===== src/rtl/cfg_loader_pkg.sv =====
package cfg_loader_pkg;

  typedef enum logic [3:0] {
    ST_IDLE,
    ST_WAIT_INIT,
    ST_SETTLE,
    ST_LOAD,
    ST_SHIFT,
    ST_FLUSH,
    ST_FIN_OK,
    ST_FIN_TO,
    ST_FAULT
  } ld_state_t;

  // Settling delay in system cycles, rounded up per microsecond.
  function automatic int unsigned settle_cycles(input int unsigned hz, input int unsigned us);
    return ((hz + 999_999) / 1_000_000) * us;
  endfunction

endpackage


===== src/rtl/cfg_sync.sv =====
module cfg_sync #(
  parameter int unsigned W = 2
) (
  input  logic         clk,
  input  logic         rst,
  input  logic [W-1:0] d,
  output logic [W-1:0] q
);
  for (genvar i = 0; i < W; i++) begin : g_bit
    logic meta, stab;
    always_ff @(posedge clk) begin
      if (rst) begin
        meta <= 1'b0;
        stab <= 1'b0;
      end else begin
        meta <= d[i];
        stab <= meta;
      end
    end
    assign q[i] = stab;
  end
endmodule


===== src/rtl/cfg_pace.sv =====
module cfg_pace #(
  parameter int unsigned HALF_DIV = 2
) (
  input  logic clk,
  input  logic rst,
  input  logic run,
  output logic cfg_clk,
  output logic rise_evt,
  output logic fall_evt
);
  localparam int unsigned DW = (HALF_DIV > 1) ? $clog2(HALF_DIV) : 1;

  logic [DW-1:0] div;
  logic          clk_q;
  logic          term;

  assign term = (div == DW'(HALF_DIV - 1));

  always_ff @(posedge clk) begin
    if (rst || !run) begin
      div   <= '0;
      clk_q <= 1'b0;
    end else if (term) begin
      div   <= '0;
      clk_q <= ~clk_q;
    end else begin
      div <= div + 1'b1;
    end
  end

  assign cfg_clk  = clk_q;
  assign rise_evt = run && term && !clk_q;
  assign fall_evt = run && term && clk_q;
endmodule


===== src/rtl/cfg_shifter.sv =====
module cfg_shifter #(
  parameter int unsigned W = 32
) (
  input  logic         clk,
  input  logic         rst,
  input  logic         load,
  input  logic [W-1:0] data,
  input  logic         shift,
  output logic         dout,
  output logic         last_bit
);
  localparam int unsigned BW = $clog2(W + 1);

  logic [W-2:0] rest;
  logic [BW-1:0] bits;
  logic          dout_q;

  always_ff @(posedge clk) begin
    if (rst) begin
      rest   <= '1;
      bits   <= '0;
      dout_q <= 1'b1;
    end else if (load) begin
      rest   <= data[W-2:0];
      bits   <= BW'(W);
      dout_q <= data[W-1];
    end else if (shift) begin
      // ones fill in behind, so the line idles high after the word
      rest   <= {rest[W-3:0], 1'b1};
      dout_q <= rest[W-2];
      if (bits != '0) bits <= bits - 1'b1;
    end
  end

  assign dout     = dout_q;
  assign last_bit = (bits == BW'(1));
endmodule


===== src/rtl/cfg_serial_loader.sv =====
module cfg_serial_loader
  import cfg_loader_pkg::*;
#(
  parameter int unsigned CLK_HZ       = 200_000_000,
  parameter int unsigned SETTLE_US    = 4,
  parameter int unsigned HALF_DIV     = 2,
  parameter int unsigned WORD_W       = 32,
  parameter int unsigned DONE_TIMEOUT = 64,
  parameter int unsigned CNT_W        = 16
) (
  input  logic              clk,
  input  logic              rst,
  input  logic              start,
  input  logic              s_valid,
  input  logic [WORD_W-1:0] s_data,
  input  logic              s_last,
  output logic              s_ready,
  input  logic              cfg_init,
  input  logic              cfg_done,
  output logic              cfg_clk,
  output logic              cfg_dout,
  output logic              busy,
  output logic              ok,
  output logic              err,
  output logic              timeout,
  output logic [CNT_W-1:0]  word_cnt
);
  localparam int unsigned SETTLE_CYC = settle_cycles(CLK_HZ, SETTLE_US);
  localparam int unsigned SW = $clog2(SETTLE_CYC + 1);
  localparam int unsigned FW = $clog2(DONE_TIMEOUT + 1);

  ld_state_t        state;
  logic [SW-1:0]    settle_cnt;
  logic [FW-1:0]    flush_cnt;
  logic [CNT_W-1:0] cnt_q;
  logic             last_q;

  logic [1:0] sync_q;
  logic       init_s, done_s;
  logic       run, rise_evt, fall_evt, last_bit, accept, shift_en;

  cfg_sync #(.W(2)) u_sync (
    .clk (clk),
    .rst (rst),
    .d   ({cfg_done, cfg_init}),
    .q   (sync_q)
  );
  assign init_s = sync_q[0];
  assign done_s = sync_q[1];

  assign run = ((state == ST_SHIFT) || (state == ST_FLUSH)) && init_s && !start;

  cfg_pace #(.HALF_DIV(HALF_DIV)) u_pace (
    .clk      (clk),
    .rst      (rst),
    .run      (run),
    .cfg_clk  (cfg_clk),
    .rise_evt (rise_evt),
    .fall_evt (fall_evt)
  );

  assign s_ready  = (state == ST_LOAD) && init_s && !start;
  assign accept   = s_ready && s_valid;
  assign shift_en = fall_evt && (state == ST_SHIFT);

  cfg_shifter #(.W(WORD_W)) u_shift (
    .clk      (clk),
    .rst      (rst),
    .load     (accept),
    .data     (s_data),
    .shift    (shift_en),
    .dout     (cfg_dout),
    .last_bit (last_bit)
  );

  always_ff @(posedge clk) begin
    if (rst) begin
      state      <= ST_IDLE;
      settle_cnt <= '0;
      flush_cnt  <= '0;
      cnt_q      <= '0;
      last_q     <= 1'b0;
    end else if (start) begin
      state      <= ST_WAIT_INIT;
      settle_cnt <= '0;
      flush_cnt  <= '0;
      cnt_q      <= '0;
      last_q     <= 1'b0;
    end else begin
      unique case (state)
        ST_WAIT_INIT: begin
          if (init_s) begin
            state      <= ST_SETTLE;
            settle_cnt <= '0;
          end
        end
        ST_SETTLE: begin
          if (!init_s) state <= ST_WAIT_INIT;
          else if (settle_cnt == SW'(SETTLE_CYC - 1)) state <= ST_LOAD;
          else settle_cnt <= settle_cnt + 1'b1;
        end
        ST_LOAD: begin
          if (!init_s) state <= ST_FAULT;
          else if (accept) begin
            state  <= ST_SHIFT;
            last_q <= s_last;
            cnt_q  <= cnt_q + 1'b1;
          end
        end
        ST_SHIFT: begin
          if (!init_s) state <= ST_FAULT;
          else if (fall_evt && last_bit) begin
            state     <= last_q ? ST_FLUSH : ST_LOAD;
            flush_cnt <= '0;
          end
        end
        ST_FLUSH: begin
          if (!init_s) state <= ST_FAULT;
          else if (fall_evt) begin
            if (done_s) state <= ST_FIN_OK;
            else if (flush_cnt == FW'(DONE_TIMEOUT - 1)) state <= ST_FIN_TO;
            else flush_cnt <= flush_cnt + 1'b1;
          end
        end
        default: state <= state;
      endcase
    end
  end

  assign busy     = (state == ST_WAIT_INIT) || (state == ST_SETTLE) || (state == ST_LOAD) ||
                    (state == ST_SHIFT) || (state == ST_FLUSH);
  assign ok       = (state == ST_FIN_OK);
  assign timeout  = (state == ST_FIN_TO);
  assign err      = (state == ST_FAULT);
  assign word_cnt = cnt_q;
endmodule


===== config.mk =====
export PLATFORM = sky130hd
export DESIGN_NAME = cfg_serial_loader
export DESIGN_NICKNAME = d
export VERILOG_FILES = /design/src/rtl/cfg_loader_pkg.sv /design/src/rtl/cfg_sync.sv /design/src/rtl/cfg_pace.sv /design/src/rtl/cfg_shifter.sv /design/src/rtl/cfg_serial_loader.sv
export SDC_FILE = /design/constraint.sdc
export NUM_CORES = 1
export LEC_CHECK = 0
export ABC_AREA = 0
export CAP_MARGIN = 20
export CORE_UTILIZATION = 40
export DETAILED_ROUTE_END_ITERATION = 12
export DONT_BUFFER_PORTS = 1
export GPL_ROUTABILITY_DRIVEN = 0
export PLACE_DENSITY = 0.57
export RECOVER_POWER = 25
export SYNTH_ARGS = -nofsm -noshare
export SYNTH_HDL_FRONTEND = slang
export SYNTH_SLANG_ARGS = --single-unit

===== constraint.sdc =====
create_clock -name clk -period 2.1 [get_ports clk]
set_clock_uncertainty 0.05 [all_clocks]
set_input_delay 0.21 -clock clk [delete_from_list [all_inputs] [get_ports clk]]
set_output_delay 0.21 -clock clk [all_outputs]
set_load 0.02 [all_outputs]

==> impl_metrics.ini, run 1 <==
[synth]
synth_largest_area_cell = dfxtp_1
synthFlopType = dfxtp_1
synthCells = 508
syn_nets = 553
synth_seq_cells = 82
synthMostInstantiatedCell = dfxtp_1
yosysSeqAreaShare = 0.399
synthArstFlopShare = 0
synth_area_per_cell_sq_um = 8.10
yosysTopAreaCellShare = 0.399
synth-edff-count = 0
ys_top_cells_by_area = dfxtp_1, nand2_1, nor2_1
ys_warn_count = 0
synth.top_cells.by_count = dfxtp_1, nand2_1, nor2_1, and3_1, o21bai_1
netlist_area_sq_um = 4110
ys_types = 53

[timing]
finalSetupViolCount = 0
rsz0062_at_grt = no
hold_slack_ns = 0.0612
slew-limit-headroom = 0.469
finalMaxSlewViolations = 0
worstMarginPinSlew_ns = 0.797
hold_violations = 0
period_share = 0.953
fmax_ghz = 0.500
period_needed_ns = 2.00
setup_tns_ns = 0

[detailed_routing]
vias = 3446
drt_first_pass_iters = 4
drc = 0
wl_per_cell_um = 13.2
vias_per_cell = 5.17
ant_nets = 0
drt-initial-drc-count = 113
routed_wl_um = 8820

[final_layout]
final_cell_area_sq_um = 4710
area_growth_pct = 14.5
nets = 573
drive_above_1_share = 0.111
n_antenna_cell = 0

[worst_setup_path]
slowest_delay_ns = 0.53
r2r-end = state[0]
path_cells = nand3b_1 > a2111o_1 > and3b_2 > a211oi_2 > a311oi_1
reg2reg_depth = 5
critPathBufInv = 0
crit_path_end_kind = flip-flop
worst-r2r-setup-slack_ns = 0.1
slowest_stage = a2111o_1
crit_arrival_ns = 2.15
cpLargestDelayFamily = compound AO/OA/AOI/OAI gates
path_max_fanout = 8
cp.depth = 5
worstSetupStartpointType = flip-flop
reg2reg_from = u_sync.g_bit[0].stab
worst-endpoint-required_ns = 2.25
path_class = flip-flop to flip-flop
critical_path.endpoint = state[0]
crit_start = u_sync.g_bit[0].stab

[global_route]
grt-ovfl-total = 0
grt_use_total = 0.173
antenna_found_initial = 0
grt_max_degree = 64
grt_pass1_wl_um = 14300
grt_pass1_vias = 3171

[floorplan]
die_width_um = 103
initial_core_util = 0.417
ios = 62
die_h_um = 103
rows = 36
core_area_sq_um = 9860
dieArea_sq_um = 10700

[clock_network]
cts_buffers = 9
cts-root-buf = clkbuf_8
cts_tree = built
insertion_delay_ns = 0.35
htreeDepth = 3
cts.sinks = 82
clock_path_buffers = 2
clkTransAtPathRegs_ns = 0.08

[worst_hold_path]
holdCritPathClass = input port to flip-flop

[outcome]
status = finished clean

[power_and_ir_drop]
vdd_ir_drop_max_uv = 267
p_per_area_nw_per_um2 = 641
power_uw = 3020
leakage_uw = 0.00201

[job]
drv_cap = 0

[placement]
io_buffer_count = 0
dpl_cell_area_sq_um = 4440
hpwl_um = 6030
## where the power goes
group | internal [uW] | total [uW] | switching [uW] | leakage [uW]
Combinational | 81.5 | 182 | 100 | 0.00124
Sequential | 1560 | 1570 | 9.86 | 0.000663
Clock | 699 | 1270 | 569 | 0.000109
## cells in the final DEF (no fill, tap or decap), types with 4 or more instances in the layout
master	n
nand3b_1	4
nor3_1	18
or3_1	4
a211oi_1	4
o2111ai_1	4
and3_1	35
ha_1	5
o21bai_1	31
nor4_1	4
nand2b_1	6
clkbuf_8	10
dfxtp_1	81
xnor2_1	19
o21ai_0	4
inv_1	10
nor2b_1	7
and4_1	4
nand2_1	81
dlygate4sd3_1	4
nand3_1	10
nor2_1	71
a21oi_1	11
buf_4	24
xor2_1	11
clkbuf_1	9
## per-stage QoR
stage | instances | setup WS (ns) | util
4_1_cts | 666 | 0.0607 | 0.479
6_report | 666 | 0.0985 | 0.478
2_1_floorplan | 508 | 0.0841 | -
3_3_place_gp | 645 | 0.121 | 0.450
3_5_place_dp | 645 | 0.0802 | 0.450
5_1_grt | 666 | 0.00354 | 0.478
## cells by family after synthesis
family          after synthesis  synth area share
simple gates                266             0.319
flops                        82             0.399
compound gates               81             0.152
buf+inv                      40            0.0398
xor+xnor                     30            0.0639
fa+ha+maj                     6            0.0182
mux                           3           0.00730
## tightest hold or removal path, delay by kind of cell
kind / cells / cell delay [ns]
AOI/OAI and AO/OA: 1 / 0.11
and+or+nand+nor: 2 / 0.12
## registers in the layout, indices dropped and copies added, names as in the netlist
register           count
u_pace.cfg_clk         1
u_sync.g_bit.meta      2
word_cnt              16
state                  4
u_pace.div             1
u_shift.dout           1
flush_cnt              7
u_sync.g_bit.stab      2
u_shift.rest          31
last_q                 1
settle_cnt            10
u_shift.bits           6
## area by class of cell
cell class                      count  area [sq um]
Clock buffer                       11           141
Sequential cell                    82          1640
Inverter                           10          37.5
Clock inverter                      5          77.6
Fill cell                         968          5150
Timing Repair Buffer               39           295
Tap cell                          133           166
Multi-Input combinational cell    386          2350
## worst min-delay path by stage
stage | start | to | slack, ns | cells after the start
floorplan | cfg_init | u_sync.g_bit[0].meta | 0.29 | 1
global placement | rst | u_shift.bits[5] | 0.24 | 1
detailed placement | rst | u_shift.bits[5] | 0.24 | 1
CTS | s_data[1] | u_shift.rest[1] | 0.04 | 3
global route | s_data[1] | u_shift.rest[1] | 0.05 | 3
finish | s_data[1] | u_shift.rest[1] | 0.06 | 3
## repair_timing
action | CTS | global route
resized for setup | 0 | 7
buffers inserted | 0 | 0
endpoints found under the setup margin | 0 | 5
hold endpoints to repair | 44 | 0
hold buffers | 5 | 0
## per-layer routing
| metal | GRT usage | up-vias | wire length, um |
|---|---|---|---|
| met2 | 0.275 | 73 | 3880 |
| met1 | 0.216 | 1572 | 4240 |
| li1 | - | 1783 | - |
| met4 | 0.0975 | 0 | 219 |
| met3 | 0.0410 | 18 | 477 |
| met5 | 0 | - | 0 |
Power figures use the tool's default switching activity.
==> inputs of run 2 (changes only) <==
--- a/config.mk
+++ b/config.mk
@@ -7,12 +7,13 @@
 export LEC_CHECK = 0
 export ABC_AREA = 0
 export CAP_MARGIN = 20
-export CORE_UTILIZATION = 40
+export CORE_UTILIZATION = 51
 export DETAILED_ROUTE_END_ITERATION = 12
 export DONT_BUFFER_PORTS = 1
 export GPL_ROUTABILITY_DRIVEN = 0
-export PLACE_DENSITY = 0.57
+export PLACE_DENSITY = 0.7
 export RECOVER_POWER = 25
 export SYNTH_ARGS = -nofsm -noshare
 export SYNTH_HDL_FRONTEND = slang
 export SYNTH_SLANG_ARGS = --single-unit
+export TNS_END_PERCENT = 1
==> run 2 against run 1 <==
  * Non-clock buffer count decreased by 1
  * Sequential share of layout area rose by 0.63 points
  * Largest power group unchanged
  * First-iteration DRC count up 69%
  * Combinational power fell by 8%
  * Highest routed layer unchanged
  * Power down 0.84%
  * Routed wire length is 3.2% lower
  * Sequential power is essentially flat
  * Critical endpoint unchanged
==> impl_metrics.ini, run 2 (synthesis gave the netlist of run 1 again) <==
[outcome]
status = finished clean

[power_and_ir_drop]
p_per_area_nw_per_um2 = 647
leakage_uw = 0.00200
vdd_ir_drop_max_uv = 313

[clock_network]
clkTransAtPathRegs_ns = 0.08
postCtsSetupRepairBufs = 0
cts_buffers = 9
cts.sinks = 82
cts-root-buf = clkbuf_8
cts_tree = built
htreeDepth = 3
clock_path_buffers = 2
insertion_delay_ns = 0.35

[floorplan]
core_area_sq_um = 7770
die_h_um = 91.8
rows = 32
dieArea_sq_um = 8430
die_width_um = 91.8
initial_core_util = 0.530
ios = 62

[global_route]
grt_max_degree = 44
grt_pass1_wl_um = 15100
antenna_found_initial = 0
grt-ovfl-total = 0
grt_use_total = 0.221
grt_pass1_vias = 3360

[worst_setup_path]
worstSetupStartpointType = flip-flop
path_max_fanout = 4
slowest_delay_ns = 0.57
worst-r2r-setup-slack_ns = 0.11
worst-endpoint-required_ns = 2.26
slowest_stage = or4b_4
crit_arrival_ns = 2.15
path_class = flip-flop to flip-flop
path_cells = or4b_4 > a311oi_4 > and3b_1 > a211oi_1 > a311oi_1
critPathBufInv = 0
crit_path_end_kind = flip-flop
cpLargestDelayFamily = simple AND/OR/NAND/NOR gates

[final_layout]
stdcell_count = 634
largest_reg_flops = 31
multi_input_area_sq_um = 2320
layout.area.seq_sq_um = 1640
area_growth_pct = 12.5
drive_above_1_share = 0.102
layout_common_cells = nand2_1, dfxtp_1, nor2_1
regMostFlops = u_shift.rest
n_antenna_cell = 0
num-fill-cells = 704
nets = 572

[timing]
period_needed_ns = 1.99
hold_slack_ns = 0.0267
rsz0062_at_grt = yes
slew-limit-headroom = 0.511
period_share = 0.948
finalMaxSlewViolations = 0
fmax_ghz = 0.502
finalSetupViolCount = 0
worstMarginPinSlew_ns = 0.734
hold_violations = 0

[worst_hold_path]
holdCritPathClass = input port to flip-flop

[detailed_routing]
drc = 0
vias = 3502
drt-initial-drc-count = 191
drt_first_pass_iters = 4
wl_per_cell_um = 13.5
ant_nets = 0
vias_per_cell = 5.52
routed_wl_um = 8540

[placement]
io_buffer_count = 0
dp.cells = 613
hpwl_um = 5870

[job]
drv_cap = 0
## run 2: cell types whose count changed in the layout (fill, tap and decap cells not counted), sizes merged
cell,change
clkinvlp,+1
buf,-3
clkinv,+1
## run 2: through the flow
stage               setup WS [ns]  total power (uW)  TNS (ns)  instance area [sq um]  utilization
CTS                        0.0880              3040         0                   4670        0.602
finish                      0.110              3000         0                   4630        0.596
global placement            0.142              1750         0                   4400        0.566
detailed placement          0.103              1750         0                   4400        0.566
floorplan                  0.0841              1720         0                   4110            -
global route              -0.0453              3130    -0.140                   4630        0.596
## run 2: path summary, 6_finish.rpt
check	start	end	depth (start not counted)
max	state[0]	state[0]	5
min	rst	state[2]	3
max reg2reg	state[0]	state[0]	5
min reg2reg	u_sync.g_bit[0].meta	u_sync.g_bit[0].stab	1
## run 2: layout make-up
cell class	count	area share
Clock inverter	7	0.0203
Tap cell	102	0.0276
Clock buffer	9	0.0268
Timing Repair Buffer	38	0.0606
Multi-Input combinational cell	386	0.502
Inverter	10	0.00811
Sequential cell	82	0.355
## run 2: routing by layer
metal  share of wire  vias to the layer above  GRT usage
met3           0.052                       12     0.0614
met2            0.46                       68      0.360
met1            0.47                     1632      0.280
met5               0                        -          0
met4           0.016                        0     0.0755
li1                -                     1790          -
## run 2: tightest hold or removal path, cell delays in order
cell and delay, ns:
nor2_1 0.06, nand2_1 0.07, mux2i_1 0.06
## run 2: repair_timing
item                                    CTS  global route
hold buffers                              5             0
hold endpoints to repair                 44             0
endpoints found under the setup margin    0            14
resized for setup                         0             2
## run 2: where the power goes
group / leakage, uW / internal [uW] / switching, uW
combinational: 0.00123 / 71.3 / 96.7
sequential: 0.000663 / 1560 / 7.88
clock: 0.000105 / 667 / 591
==> inputs of run 3 (changes only) <==
--- a/config.mk
+++ b/config.mk
@@ -7,11 +7,14 @@
 export LEC_CHECK = 0
 export ABC_AREA = 0
 export CAP_MARGIN = 20
-export CORE_UTILIZATION = 51
+export CELL_PAD_IN_SITES_DETAIL_PLACEMENT = 1
+export CELL_PAD_IN_SITES_GLOBAL_PLACEMENT = 2
+export CORE_ASPECT_RATIO = 0.75
+export CORE_UTILIZATION = 34
 export DETAILED_ROUTE_END_ITERATION = 12
 export DONT_BUFFER_PORTS = 1
 export GPL_ROUTABILITY_DRIVEN = 0
-export PLACE_DENSITY = 0.7
+export PLACE_DENSITY = 0.77
 export RECOVER_POWER = 25
 export SYNTH_ARGS = -nofsm -noshare
 export SYNTH_HDL_FRONTEND = slang
==> run 3 against run 2 <==
  * Global-route usage shrank 3.9 points
  * Worst hold slack improved by 0.036 ns
  * Fmax decreased by 1.2%
  * Critical path depth grew 1
  * Power is 10% higher
  * Cell count rose by 9.3%
  * Combinational power grew 11%
  * Clock power rose by 23%
  * Critical path type unchanged
  * Largest power group unchanged
  * Highest routed layer unchanged
==> impl_metrics.ini, run 3 (synthesis gave the netlist of run 1 again) <==
[timing]
worstMarginPinSlew_ns = 0.557
hold_violations = 0
setup_tns_ns = 0
fmax_ghz = 0.496
rsz0062_at_grt = yes
period_needed_ns = 2.01
finalMaxSlewViolations = 0
slew-limit-headroom = 0.619
period_share = 0.959
finalSetupViolCount = 0

[final_layout]
layout_common_cells = dfxtp_1, nand2_1, nor2_1
nets = 572
largest_reg_flops = 31
num-fill-cells = 1389
regMostFlops = u_shift.rest
drive_above_1_share = 0.0960
final_util = 0.411
final_common_cell = dfxtp_1
area_growth_pct = 16.8
n_antenna_cell = 0
layout.area.seq_sq_um = 1640
final_cell_area_sq_um = 4800
stdcell_count = 693
multi_input_area_sq_um = 2330

[detailed_routing]
vias = 3545
drt-initial-drc-count = 207
routed_wl_um = 10500
vias_per_cell = 5.12
drc = 0
ant_nets = 0
drt_first_pass_iters = 4
wl_per_cell_um = 15.2

[power_and_ir_drop]
p_per_area_nw_per_um2 = 688
vdd_ir_drop_max_uv = 371
pwr-share-seq = 0.475
power_frac_comb = 0.056
switchingPower_uw = 722
swShare = 0.218
p_int_uw = 2580
leakage_uw = 0.00203
clockPowerShare = 0.469

[global_route]
grt_pass1_vias = 3633
antenna_found_initial = 0
grt_use_total = 0.182
grt_pass1_wl_um = 18000
grt_max_degree = 64
grt-ovfl-total = 0

[floorplan]
die_width_um = 129
ios = 62
die_h_um = 97.3
initial_core_util = 0.352
rows = 34
core_area_sq_um = 11700
dieArea_sq_um = 12500

[worst_setup_path]
worst-endpoint-required_ns = 2.24
slowest_stage = dfxtp_1
path_max_fanout = 6
path_cells = ha_1 > and4bb_2 > a311oi_4 > and3b_1 > a211oi_1 > a311oi_1
worstSetupStartpointType = flip-flop
crit_path_end_kind = flip-flop
crit_arrival_ns = 2.16
slowest_delay_ns = 0.34
path_class = flip-flop to flip-flop

[worst_hold_path]
holdCritPathClass = input port to flip-flop

[placement]
dpl_cell_area_sq_um = 4480
hpwl_um = 7290
dp.cells = 673
io_buffer_count = 0

[clock_network]
cts_buffers = 9
postCtsSetupRepairBufs = 0
cts.sinks = 82
clock_path_buffers = 2
clkTransAtPathRegs_ns = 0.06
cts-root-buf = clkbuf_16
insertion_delay_ns = 0.34
cts_tree = built
htreeDepth = 3

[outcome]
status = finished clean

[job]
drv_cap = 0
run 3: cell count changes in the layout (fill, tap and decap cells not counted), moves of 2 or more:
cell,previous run,this run
clkbuf_1,10,13
clkbuf_16,0,9
clkinvlp_4,2,0
buf_12,2,4
clkbuf_8,9,1
buf_4,21,19
run 3: metrics by stage:
| step | hold WS [ns] | total power [uW] | setup WS (ns) |
|---|---|---|---|
| 6_report | 0.0627 | 3310 | 0.0851 |
| 5_1_grt | 0.0923 | 3440 | -0.00932 |
| 4_1_cts | 0.0499 | 3370 | 0.0590 |
| 3_5_place_dp | 0.239 | 1770 | 0.0775 |
| 3_3_place_gp | 0.236 | 1760 | 0.147 |
| 2_1_floorplan | 0.288 | 1720 | 0.0841 |
run 3: power by group through the flow:
| stage | combinational, uW | sequential, uW | clock [uW] |
|---|---|---|---|
| 2_1_floorplan | 114 | 1610 | 0 |
| 3_3_place_gp | 160 | 1600 | 0 |
| 3_5_place_dp | 164 | 1600 | 0 |
| 4_1_cts | 187 | 1570 | 1610 |
| 5_1_grt | 201 | 1570 | 1670 |
| 6_report | 186 | 1570 | 1550 |
run 3: layout make-up:
class,instances,share of cell area
clock inverters,3,0.00833
clock buffers,12,0.0513
flip-flops and latches,82,0.342
repair buffers,38,0.0633
multi-input cells,386,0.485
inverters,10,0.00781
well taps,162,0.0422
run 3: critical path: cells and delay by family (launching register included):
family,cells,cell delay (ns)
compound gates,3,0.65
simple gates,2,0.55
fa+ha+maj,1,0.28
flops,1,0.34
run 3: routing by layer:
| metal | share of wire | GRT usage | up-vias | routed length [um] |
|---|---|---|---|---|
| li1 | - | - | 1777 | - |
| met2 | 0.43 | 0.281 | 57 | 4570 |
| met5 | 0 | 0 | - | 0 |
| met1 | 0.51 | 0.244 | 1706 | 5400 |
| met4 | 0.0075 | 0.0552 | 0 | 79 |
| met3 | 0.047 | 0.0512 | 5 | 498 |
run 3: final timing paths:
kind                                            from                   end  slack (ns)  cells after the start
worst min-delay path                       s_data[1]       u_shift.rest[1]        0.06                      3
worst max register to register         settle_cnt[0]              state[0]        0.09                      6
worst max-delay path                   settle_cnt[0]              state[0]        0.09                      6
worst min register to register  u_sync.g_bit[0].meta  u_sync.g_bit[0].stab        0.40                      1
run 3: repair_timing:
item                       4_1_cts  5_1_grt
hold endpoints to repair        44        0
hold buffers                     5        0
setup endpoints to repair        0        9
resized for setup                0        4
